**config.mk**
```make
export PLATFORM = sky130hd
export DESIGN_NAME = ofs_cmd_link
export DESIGN_NICKNAME = d
export VERILOG_FILES = /design/src/rtl/ofs_cmd_link.sv
export SDC_FILE = /design/constraint.sdc
export NUM_CORES = 1
export LEC_CHECK = 0
export ABC_AREA = 1
export BUFFER_PORTS_ARGS = -buffer_cell sky130_fd_sc_hd__buf_2
export CAP_MARGIN = 10
export CORE_UTILIZATION = 45
export DETAILED_ROUTE_END_ITERATION = 8
export SLEW_MARGIN = 10
export SYNTH_ARGS = -nofsm -noshare
export SYNTH_HDL_FRONTEND = slang
export SYNTH_SLANG_ARGS = --single-unit
```
**constraint.sdc**
```tcl
create_clock -name clk -period 3.3 [get_ports clk]
set_clock_uncertainty 0.05 [all_clocks]
set_input_delay 0.33 -clock clk [delete_from_list [all_inputs] [get_ports clk]]
set_output_delay 0.33 -clock clk [all_outputs]
set_load 0.03 [all_outputs]
```
**src/rtl/ofs_cmd_link.sv**
```systemverilog
module ofs_cmd_link #(
  parameter int OVS = 8
) (
  input  logic        clk,
  input  logic        rst_n,
  input  logic        cmd_valid,
  output logic        cmd_ready,
  input  logic [6:0]  cmd_adc,
  input  logic        cmd_rst,
  input  logic [15:0] cmd_value,
  output logic        ser_out,
  input  logic        ser_in,
  output logic        rx_valid,
  output logic        rx_err,
  output logic [6:0]  rx_adc,
  output logic        rx_rst,
  output logic [15:0] rx_value
);
  localparam int CW = (OVS > 2) ? $clog2(OVS) : 1;
  localparam logic [CW-1:0] TOP = CW'(OVS - 1);
  localparam logic [CW-1:0] MID = CW'(OVS / 2 - 1);
  localparam logic [7:0] SOF = 8'hA5;
  localparam logic [7:0] EOF = 8'h55;
  localparam logic [7:0] LEN = 8'd3;
  localparam logic [3:0] LAST_BIT = 4'd10;
  localparam logic [2:0] LAST_CHR = 3'd6;

  // transmit
  logic          tx_busy, tx_line;
  logic [CW-1:0] tx_tick;
  logic [3:0]    tx_bit;
  logic [2:0]    tx_idx;
  logic [7:0]    tx_id, tx_hi, tx_lo, tx_sum, tx_byte;
  logic          accept;

  assign accept    = cmd_valid && !tx_busy;
  assign cmd_ready = !tx_busy;
  assign ser_out   = tx_line;
  assign tx_sum    = LEN + tx_id + tx_hi + tx_lo;

  always_comb begin
    case (tx_idx)
      3'd0:    tx_byte = SOF;
      3'd1:    tx_byte = LEN;
      3'd2:    tx_byte = tx_id;
      3'd3:    tx_byte = tx_hi;
      3'd4:    tx_byte = tx_lo;
      3'd5:    tx_byte = tx_sum;
      default: tx_byte = EOF;
    endcase
  end

  always_ff @(posedge clk) begin
    if (!rst_n) begin
      tx_busy <= 1'b0;
      tx_line <= 1'b1;
      tx_tick <= '0;
      tx_bit  <= '0;
      tx_idx  <= '0;
      tx_id   <= '0;
      tx_hi   <= '0;
      tx_lo   <= '0;
    end else if (accept) begin
      tx_busy <= 1'b1;
      tx_line <= 1'b0;
      tx_tick <= '0;
      tx_bit  <= '0;
      tx_idx  <= '0;
      tx_id   <= {cmd_rst, cmd_adc};
      tx_hi   <= cmd_value[15:8];
      tx_lo   <= cmd_value[7:0];
    end else if (tx_busy) begin
      if (tx_tick == TOP) begin
        tx_tick <= '0;
        if (tx_bit == LAST_BIT) begin
          if (tx_idx == LAST_CHR) begin
            tx_busy <= 1'b0;
            tx_line <= 1'b1;
          end else begin
            tx_idx  <= tx_idx + 3'd1;
            tx_bit  <= '0;
            tx_line <= 1'b0;
          end
        end else begin
          tx_bit  <= tx_bit + 4'd1;
          tx_line <= (tx_bit < 4'd8) ? tx_byte[tx_bit[2:0]] : 1'b1;
        end
      end else begin
        tx_tick <= tx_tick + CW'(1);
      end
    end
  end

  // receive: line sampler
  typedef enum logic [1:0] {R_IDLE, R_RUN, R_WHI} rx_state_e;
  rx_state_e     rx_st;
  logic          s1, s2;
  logic [CW-1:0] rx_tick;
  logic [3:0]    rx_bit;
  logic [7:0]    rx_sh;
  logic          samp, got_byte, stop_bad;

  assign samp     = (rx_st == R_RUN) && ((rx_bit == 4'd0) ? (rx_tick == MID) : (rx_tick == TOP));
  assign got_byte = samp && (rx_bit == LAST_BIT) && s2;
  assign stop_bad = samp && (rx_bit >= 4'd9) && !s2;

  always_ff @(posedge clk) begin
    if (!rst_n) begin
      s1 <= 1'b1;
      s2 <= 1'b1;
    end else begin
      s1 <= ser_in;
      s2 <= s1;
    end
  end

  always_ff @(posedge clk) begin
    if (!rst_n) begin
      rx_st   <= R_IDLE;
      rx_tick <= '0;
      rx_bit  <= '0;
      rx_sh   <= '0;
    end else begin
      case (rx_st)
        R_IDLE: if (!s2) begin
          rx_st   <= R_RUN;
          rx_tick <= '0;
          rx_bit  <= '0;
        end
        R_RUN: if (!samp) begin
          rx_tick <= rx_tick + CW'(1);
        end else begin
          rx_tick <= '0;
          rx_bit  <= rx_bit + 4'd1;
          if (rx_bit == 4'd0) begin
            if (s2) rx_st <= R_IDLE;
          end else if (rx_bit <= 4'd8) begin
            rx_sh <= {s2, rx_sh[7:1]};
          end else if (!s2) begin
            rx_st <= R_WHI;
          end else if (rx_bit == LAST_BIT) begin
            rx_st <= R_IDLE;
          end
        end
        default: if (s2) rx_st <= R_IDLE;
      endcase
    end
  end

  // receive: message parser
  logic [2:0] ps;
  logic [7:0] rx_sum, p_id, p_hi, p_lo;
  logic       sum_ok;

  always_ff @(posedge clk) begin
    if (!rst_n) begin
      ps       <= '0;
      rx_sum   <= '0;
      p_id     <= '0;
      p_hi     <= '0;
      p_lo     <= '0;
      sum_ok   <= 1'b0;
      rx_valid <= 1'b0;
      rx_err   <= 1'b0;
      rx_adc   <= '0;
      rx_rst   <= 1'b0;
      rx_value <= '0;
    end else begin
      rx_valid <= 1'b0;
      rx_err   <= 1'b0;
      if (stop_bad) begin
        rx_err <= 1'b1;
        ps     <= '0;
      end else if (got_byte) begin
        case (ps)
          3'd0: if (rx_sh == SOF) ps <= 3'd1;
          3'd1: if (rx_sh == LEN) begin
            rx_sum <= rx_sh;
            ps     <= 3'd2;
          end else begin
            rx_err <= 1'b1;
            ps     <= '0;
          end
          3'd2: begin p_id <= rx_sh; rx_sum <= rx_sum + rx_sh; ps <= 3'd3; end
          3'd3: begin p_hi <= rx_sh; rx_sum <= rx_sum + rx_sh; ps <= 3'd4; end
          3'd4: begin p_lo <= rx_sh; rx_sum <= rx_sum + rx_sh; ps <= 3'd5; end
          3'd5: begin sum_ok <= (rx_sh == rx_sum); ps <= 3'd6; end
          default: begin
            ps <= '0;
            if (rx_sh == EOF && sum_ok) begin
              rx_valid <= 1'b1;
              rx_adc   <= p_id[6:0];
              rx_rst   <= p_id[7];
              rx_value <= {p_hi, p_lo};
            end else begin
              rx_err <= 1'b1;
            end
          end
        endcase
      end
    end
  end
endmodule

```
# After elaboration in Yosys (flattened, before gate mapping)
# Cells that the tools add are included.
classes:
  n_mux: 43
  bitwise_logic: 6
  n_addsub: 9
  order_cmp: 4
  n_eq_ne: 28
  n_reduce_logical: 37
op_table:
  columns: ["op", "n"]
  rows:
  - ["$pmux 8 s6", 1]
  - ["$add 8x8->8", 3]
  - ["$eq 3x3->1 const B", 7]
  - ["$reduce_and 4->1", 5]
  - ["$mux 1", 18]
  - ["$pmux 3 s6", 1]
  - ["$reduce_and 3->1", 6]
  - ["$mux 2", 8]
  - ["$mux 4", 4]
  - ["$pmux 8 s2", 1]
  - ["$eq 3x2->1 const B", 5]
  - ["$mux 3", 4]
  - ["$ne 2x2->1 const B", 5]
  - ["$add 3x1->3 const B", 3]
  - ["$reduce_or 9->1", 1]
  - ["$add 2x8->8 const A", 1]
  - ["$add 4x1->4 const B", 2]
  - ["$eq 4x4->1 const B", 2]
  - ["$eq 8x2->1 const B", 1]
  - ["$eq 8x7->1 const B", 1]
  - ["$eq 8x8->1", 1]
  - ["$eq 8x8->1 const B", 1]
  - ["$mux 8", 1]
  - ["$pmux 4 s2", 1]
  - ["other kinds (24)", 44]
totals:
  output_inout_bits: 28
  regBits: 117
  word_cells: 152

# Depth between registers and ports, before layout
# Gate-level depths: netlist of run 1.
depth:
  ltp_word: 11
  mapped_depth: 21
  ltp_nobuf: 21

# Least setup slack after synthesis of run 1
# No wires, ideal clock.
synth_path:
  path_type: "register -> register"
  startpoint: "reg tx_hi[1]"
  endpoint: "reg tx_line (netlist: ser_out)"
  period_less_slack_ps: 2629
  arrival_ps: 2467
  stages_incl_launch_ff: 21
  slack_ps: 671
  setup_ps: 112
  path_cell_list: "dfxtp_1 inv_1 ha_1 inv_1 fa_1 ha_1 fa_1 inv_1 nor3_1 nor2_1 nand3_1 nand3_1 nand2_1 nand2_1 nand2_1 nand2_1 nand2_1 nand2_1 nand2_1 nand2_1 nand2_1"
synth_between:
  elab_chain_cells: 10
synth_rtl:
  columns: ["element", "line", "source"]
  rows:
  - ["from (decl)", "33", "logic [7:0] tx_id, tx_hi, tx_lo, tx_sum, tx_byte;"]
  - ["from (signal assigned)", "70", "tx_hi <= cmd_value[15:8];"]
  - ["$add 8x8->8 (2 in series)", "39", "assign tx_sum = LEN + tx_id + tx_hi + tx_lo;"]
  - ["$pmux 8 s6 *", "42", "case (tx_idx)"]
  - ["$bmux 1 s3 *", "86", "tx_line <= (tx_bit < 4'd8) ? tx_byte[tx_bit[2:0]] : 1'b1;"]
  - ["$mux 1 (not written as such) *", "86", null]
  - ["$mux 1 *", "86", null]
  - ["$mux 1 *", "75", "if (tx_bit == LAST_BIT) begin"]
  - ["$mux 1 *", "73", "if (tx_tick == TOP) begin"]
  - ["$mux 1 *", "72", "end else if (tx_busy) begin"]
  - ["$mux 1 *", "63", "end else if (accept) begin"]
  - ["to (signal assigned)", "86", null]
  - ["to (decl)", "29", "logic tx_busy, tx_line;"]
# Mark *: on every way between the ends. The rest lies on a longest branch, timed or not. The select of a mux whose other input is x is not followed.
# A chain may end at the register's enable or synchronous reset.

# Worst setup path in the final report of run 1
# Ends and elaborated chain as after synthesis.

==> results by group, run 1 <==
Placed design
  – Final GP Congestion: 0.875
  – Port bufs: 55
  – Hpwl dp: 10.5 mm
  – DP Area: 6420 sq um

GRT
  – Antenna violations before repair: 0
  – Vias in the first global route: 5298
  – Global-route wire length before repair: 25.1 mm
  – GRT Util Overall: 22.3%
  – Largest net degree at the start of global routing: 61
  – Grt ovf: 0

Clock tree
  – H-tree levels: 4
  – TritonCTS buffer count: 17
  – Clock slew at reported path FFs: 0.05 ns
  – Post-CTS Setup Repair Bufs: 0
  – CTS tree: built
  – # clock sinks: 117
  – Clk_lat worst skew: 0.42 ns
  – PostCTS Resize Cnt: 0
  – CTS Root Cell: clkbuf_16
  – Quantity of hold-fixing buffers added after cts: 0
  – Max Root-Sink Buffers: 2

Worst setup path
  – Crit Path Max Fanout: 5
  – CP Capture Type: register
  – Critical Path Start Type: register
  – Req. time, crit path: 3.56 ns
  – Crit path kind: reg -> reg
  – WP data arrival: 3.16 ns

Floorplanning
  – Io pins: 56
  – Cell row count: 41
  – Die ar.: 13900 sq um
  – Core area: 12800 sq um
  – Die X: 118 um
  – Starting Density: 47.0%
  – Die Span Y: 118 um

Yosys
  – Largest family of logic cells by synthesized area: simple AND/OR/NAND/NOR gates
  – Compound-Gate Fraction of Synth Area: 19.6%
  – Syn_nets: 890
  – Synth top area cells: dfxtp_1 39%, nand2_1 9.3%, a21oi_1 9.2%
  – Synth cell types: 43
  – Post-Synth Adder-Cell Area: 9.51%
  – Ys async rst share: 0%
  – Top-count cell post-synth: nand2_1
  – Register area share after synthesis: 38.9%
  – EDFF count, synth: 0
  – Synthesized instance count: 821
  – Post-Synth Simple-Gate Area: 21.8%
  – Synth cell count leaders: 150 x nand2_1, 117 x dfxtp_1, 111 x a21oi_1
  – Mux contribution to synthesized area: 0%
  – #FFs+latches synth: 117
  – Cell area after synthesis: 6020 sq um
  – Synth area leader: dfxtp_1
  – Post-synth top flop: dfxtp_1
  – Synthesized area per cell: 7.34 sq um
  – XOR/XNOR Fraction of Synth Area: 1.02%
  – Ys Warns: 0
  – Synth top area share: 38.9%

STA
  – Fmax: 0.345 GHz
  – Setup Viol. Count Final: 0
  – Setup TNS: 0 ns
  – Max transition margin: 62.9%
  – Final-report max-slew violation count: 0
  – Tcrit/Tclk final: 88.0%
  – Worst Tran Pin Value: 0.556 ns
  – RSZ-0062 raised after global routing: no
  – Hold Vio Cnt, Final: 0
  – Post-layout minimum cycle time: 2.90 ns

Routing
  – Initial DRC count: 348
  – Vias per inst: 5.21
  – DRC viols: 0
  – First-pass detailed-route iteration total: 5
  – Total vias in the final route: 5515
  – Routed Antenna Nets: 0
  – Avg WL per Cell: 13.8 um
  – Final wirelength: 14.6 mm

Finish
  – # nets final: 942
  – Finished Cell Area: 7030 sq um
  – Fillcell total: 1284
  – Fraction of layout cells with a size suffix above 1: 12.9%
  – Ant. Diodes: 0
  – Area occupied by multi-input gates: 3130 sq um
  – Area taken by flip-flops and latches: 2340 sq um
  – Area grow syn2layout: 16.6%

Run status
  – Status: finished, final reports clean

Power
  – Leakage: 0.00302 uW
  – Max rail drop VDD: 443 uV
  – Pwr Density: 518 nW/um^2

Worst hold path
  – Worst min path class: in -> reg

Flow run
  – MaxCap Viol Count: 0
sequential cells by signal, summed over array words and instances, names as in the netlist, 2 cells and up:
signal / count
rx_st: 2
p_id: 8
tx_id: 8
p_hi: 8
rx_bit: 4
p_lo: 8
tx_tick: 3
rx_sum: 8
tx_hi: 8
ps: 3
tx_idx: 3
tx_lo: 8
rx_adc: 7
tx_bit: 4
rx_sh: 8
rx_tick: 3
rx_value: 16
cell families (layout without fill, tap and decap cells):
logic type	count (synthesis)	after routing
and+or+nand+nor	301	301
AOI/OAI and AO/OA	218	218
buffers and inverters	137	202
DFF	117	117
adders and majority gates	41	41
xor gates and xnor gates	7	7
metal layers:
metal	vias to the layer above	global-route usage [%]	wire length, um
li1	2838	-	-
met1	2575	27.0	6560
met2	82	38.8	7350
met3	20	4.84	429
met4	0	7.93	261
met5	-	0	0
layout by cell type (no fill, tap or decap), types with 11 or more instances in the layout:
cell type and instances:
o21ai_1 18, ha_1 33, a21oi_1 111, nor2_1 67, clkbuf_16 17, nand3_1 41
o21ai_0 55, dfxtp_1 117, inv_1 103, nor3_1 15, a211oi_1 11, nand2_1 150
buf_2 55
cell type report:
class / count / area share [%]
timing repair buffer: 63 / 4.77
clock inverter: 15 / 2.55
tap: 172 / 3.06
inverter: 107 / 5.72
multi-input combinational: 567 / 44.5
sequential: 117 / 33.3
clock buffer: 17 / 6.05
power by group:
group          internal (uW)  total [uW]  switching (uW)
Combinational            115         313             198
Sequential              1440        1460            17.8
Clock                   1190        1870             679
Total                   2750        3640             895
worst paths after layout:
kind                            startpoint      end  slack (ns)  cells after the start
worst max register to register    tx_hi[1]  ser_out        0.40                     16
worst min-delay path                ser_in       s1        0.05                      2
worst min register to register          s1       s2        0.37                      1
worst max-delay path              tx_hi[1]  ser_out        0.40                     16
critical path: stages (launching register included):
cell,delay [ns]
dfxtp_1,0.33
inv_1,0.06
ha_1,0.27
inv_1,0.05
fa_1,0.46
ha_1,0.25
fa_1,0.45
o21ai_0,0.21
o2111ai_1,0.19
nand2_1,0.09
nand3_1,0.07
nand3_1,0.09
nand2_1,0.05
inv_1,0.04
nand2_1,0.04
nand2_1,0.05
nand2_1,0.04
stage by stage:
step / worst slack (ns) / hold WS [ns] / util, % / power [uW] / std cells
2_1_floorplan: 0.671 / 0.343 / - / 1720 / 821
3_3_place_gp: 0.459 / 0.345 / 50.1 / 1790 / 1026
3_5_place_dp: 0.403 / 0.353 / 50.1 / 1800 / 1026
4_1_cts: 0.387 / 0.0289 / 54.8 / 3690 / 1058
5_1_grt: 0.148 / 0.0454 / 54.8 / 3810 / 1058
6_report: 0.397 / 0.0535 / 54.8 / 3640 / 1058
(Power assumes the default switching activity.)
==> run 2, diff against run 1 <==
--- a/config.mk
+++ b/config.mk
@@ -8,6 +8,7 @@
 export ABC_AREA = 1
 export BUFFER_PORTS_ARGS = -buffer_cell sky130_fd_sc_hd__buf_2
 export CAP_MARGIN = 10
+export CORE_MARGIN = 5
 export CORE_UTILIZATION = 45
 export DETAILED_ROUTE_END_ITERATION = 8
 export SLEW_MARGIN = 10
==> results by group, run 2 (same netlist as run 1, synthesis figures left out) <==
Run status
  – Status: finished, final reports clean

Placed design
  – Hpwl dp: 10.7 mm
  – Port bufs: 55
  – Dpl ws: 0.289 ns
  – Final GP Congestion: 0.871

Clock tree
  – Clk_lat worst skew: 0.42 ns
  – PostCTS Resize Cnt: 0
  – # clock sinks: 117
  – CTS tree: built
  – Quantity of hold-fixing buffers added after cts: 0
  – Post-CTS Setup Repair Bufs: 0
  – H-tree levels: 4
  – TritonCTS buffer count: 17
  – CTS Root Cell: clkbuf_16
  – Clock slew at reported path FFs: 0.06 ns
  – Max Root-Sink Buffers: 2

Finish
  – Largest reg by FF count: rx_value
  – Fillcell total: 1264
  – Max reg flops: 16
  – Area grow syn2layout: 16.4%
  – Fraction of layout cells with a size suffix above 1: 13.0%
  – Fin util: 53.2%
  – Most common cell after layout, fill and taps aside: nand2_1
  – Most frequent cells in the layout: 150 x nand2_1, 117 x dfxtp_1, 111 x a21oi_1
  – Ant. Diodes: 0
  – # nets final: 943

Routing
  – Routed Antenna Nets: 0
  – Initial DRC count: 356
  – Avg WL per Cell: 14.1 um
  – First-pass detailed-route iteration total: 5
  – DRC viols: 0
  – Total vias in the final route: 5602
  – Final wirelength: 15.0 mm
  – Vias per inst: 5.27

STA
  – WHS: 0.0504 ns
  – Max transition margin: 28.3%
  – Setup TNS: 0 ns
  – Tcrit/Tclk final: 90.9%
  – Final-report max-slew violation count: 0
  – Final WS setup: 0.299 ns
  – Setup Viol. Count Final: 0
  – Fmax: 0.333 GHz
  – RSZ-0062 raised after global routing: no
  – Hold Vio Cnt, Final: 0
  – Post-layout minimum cycle time: 3.00 ns
  – Worst Tran Pin Value: 1.07 ns

Power
  – Max rail drop VDD: 315 uV
  – Power Total: 3560 uW
  – Leakage: 0.00302 uW
  – Pwr Density: 508 nW/um^2

Floorplanning
  – Core area: 13200 sq um
  – Die Span Y: 126 um
  – Die ar.: 15800 sq um
  – Die X: 126 um
  – Cell row count: 42
  – Starting Density: 45.7%
  – Io pins: 56

Worst setup path
  – Crit-path cells: inv_1 > ha_1 > inv_1 > fa_1 > ha_1 > fa_1 > o21ai_0 > o2111ai_1 > nand2_1 > nand3_1 > nand3_1 > nand2_1 > inv_1 > nand2_1 > nand2_1 > nand2_1
  – Critical Path Start Type: register
  – Critical path origin: tx_id[1]
  – CP max-delay cell: fa_1
  – Crit path kind: reg -> reg
  – Cell family with most CP delay: adder cells
  – FF-to-FF Start: tx_id[1]
  – Bufs and invs on worst path: 3
  – CP peak stage delay: 0.45 ns
  – Crit Path Max Fanout: 5
  – Req. time, crit path: 3.56 ns
  – WP data arrival: 3.26 ns
  – CP Capture Type: register
  – Crit-path most repeated cell: nand2_1

GRT
  – Vias in the first global route: 5552
  – Global-route wire length before repair: 25.4 mm
  – Grt ovf: 0
  – GRT Util Overall: 19.4%
  – Largest net degree at the start of global routing: 61
  – Antenna violations before repair: 0

Worst hold path
  – HP Start: ser_in
  – Worst min path class: in -> reg

Flow run
  – MaxCap Viol Count: 0
-- run 2: final timing paths --
kind / cells after the start / slack (ns) / to
worst min register to register: 1 / 0.37 / s2
worst max-delay path: 16 / 0.30 / ser_out
worst max register to register: 16 / 0.30 / ser_out
worst min-delay path: 2 / 0.05 / s1
-- run 2: per-layer routing --
layer  GRT usage [%]  wire length (um)  up-vias
li1                -                 -     2848
met2            33.7              7460      110
met3            5.04               533       28
met5               0                 0        -
met1            22.5              6600     2616
met4            8.61               358        0
-- run 2: worst reg2reg max path, cell delays in order (launching register included) --
cell and delay (ns):
dfxtp_1 0.31, inv_1 0.07, ha_1 0.29, inv_1 0.08, fa_1 0.42, ha_1 0.26, fa_1 0.45, o21ai_0 0.24
o2111ai_1 0.21, nand2_1 0.11, nand3_1 0.07, nand3_1 0.09, nand2_1 0.05, inv_1 0.05, nand2_1 0.05, nand2_1 0.05
nand2_1 0.05
-- run 2: power by group --
group	total, uW	internal (uW)	switching (uW)
Combinational	316	117	199
Sequential	1460	1440	17.5
Clock	1780	1080	707
-- run 2: through the flow --
step	area, sq um	std cells
final	7010	1063
after global routing	7010	1063
after CTS	7010	1063
after detailed placement	6430	1031
after global placement	6430	1031
after floorplan	6020	821
-- run 2: layout make-up --
cell class	count	area [sq um]	area share, %
clock inverters	14	139	1.98
clock buffers	18	439	6.26
flip-flops and latches	117	2340	33.4
multi-input cells	567	3130	44.6
repair buffers	64	343	4.89
well taps	176	220	3.14
inverters	107	402	5.73
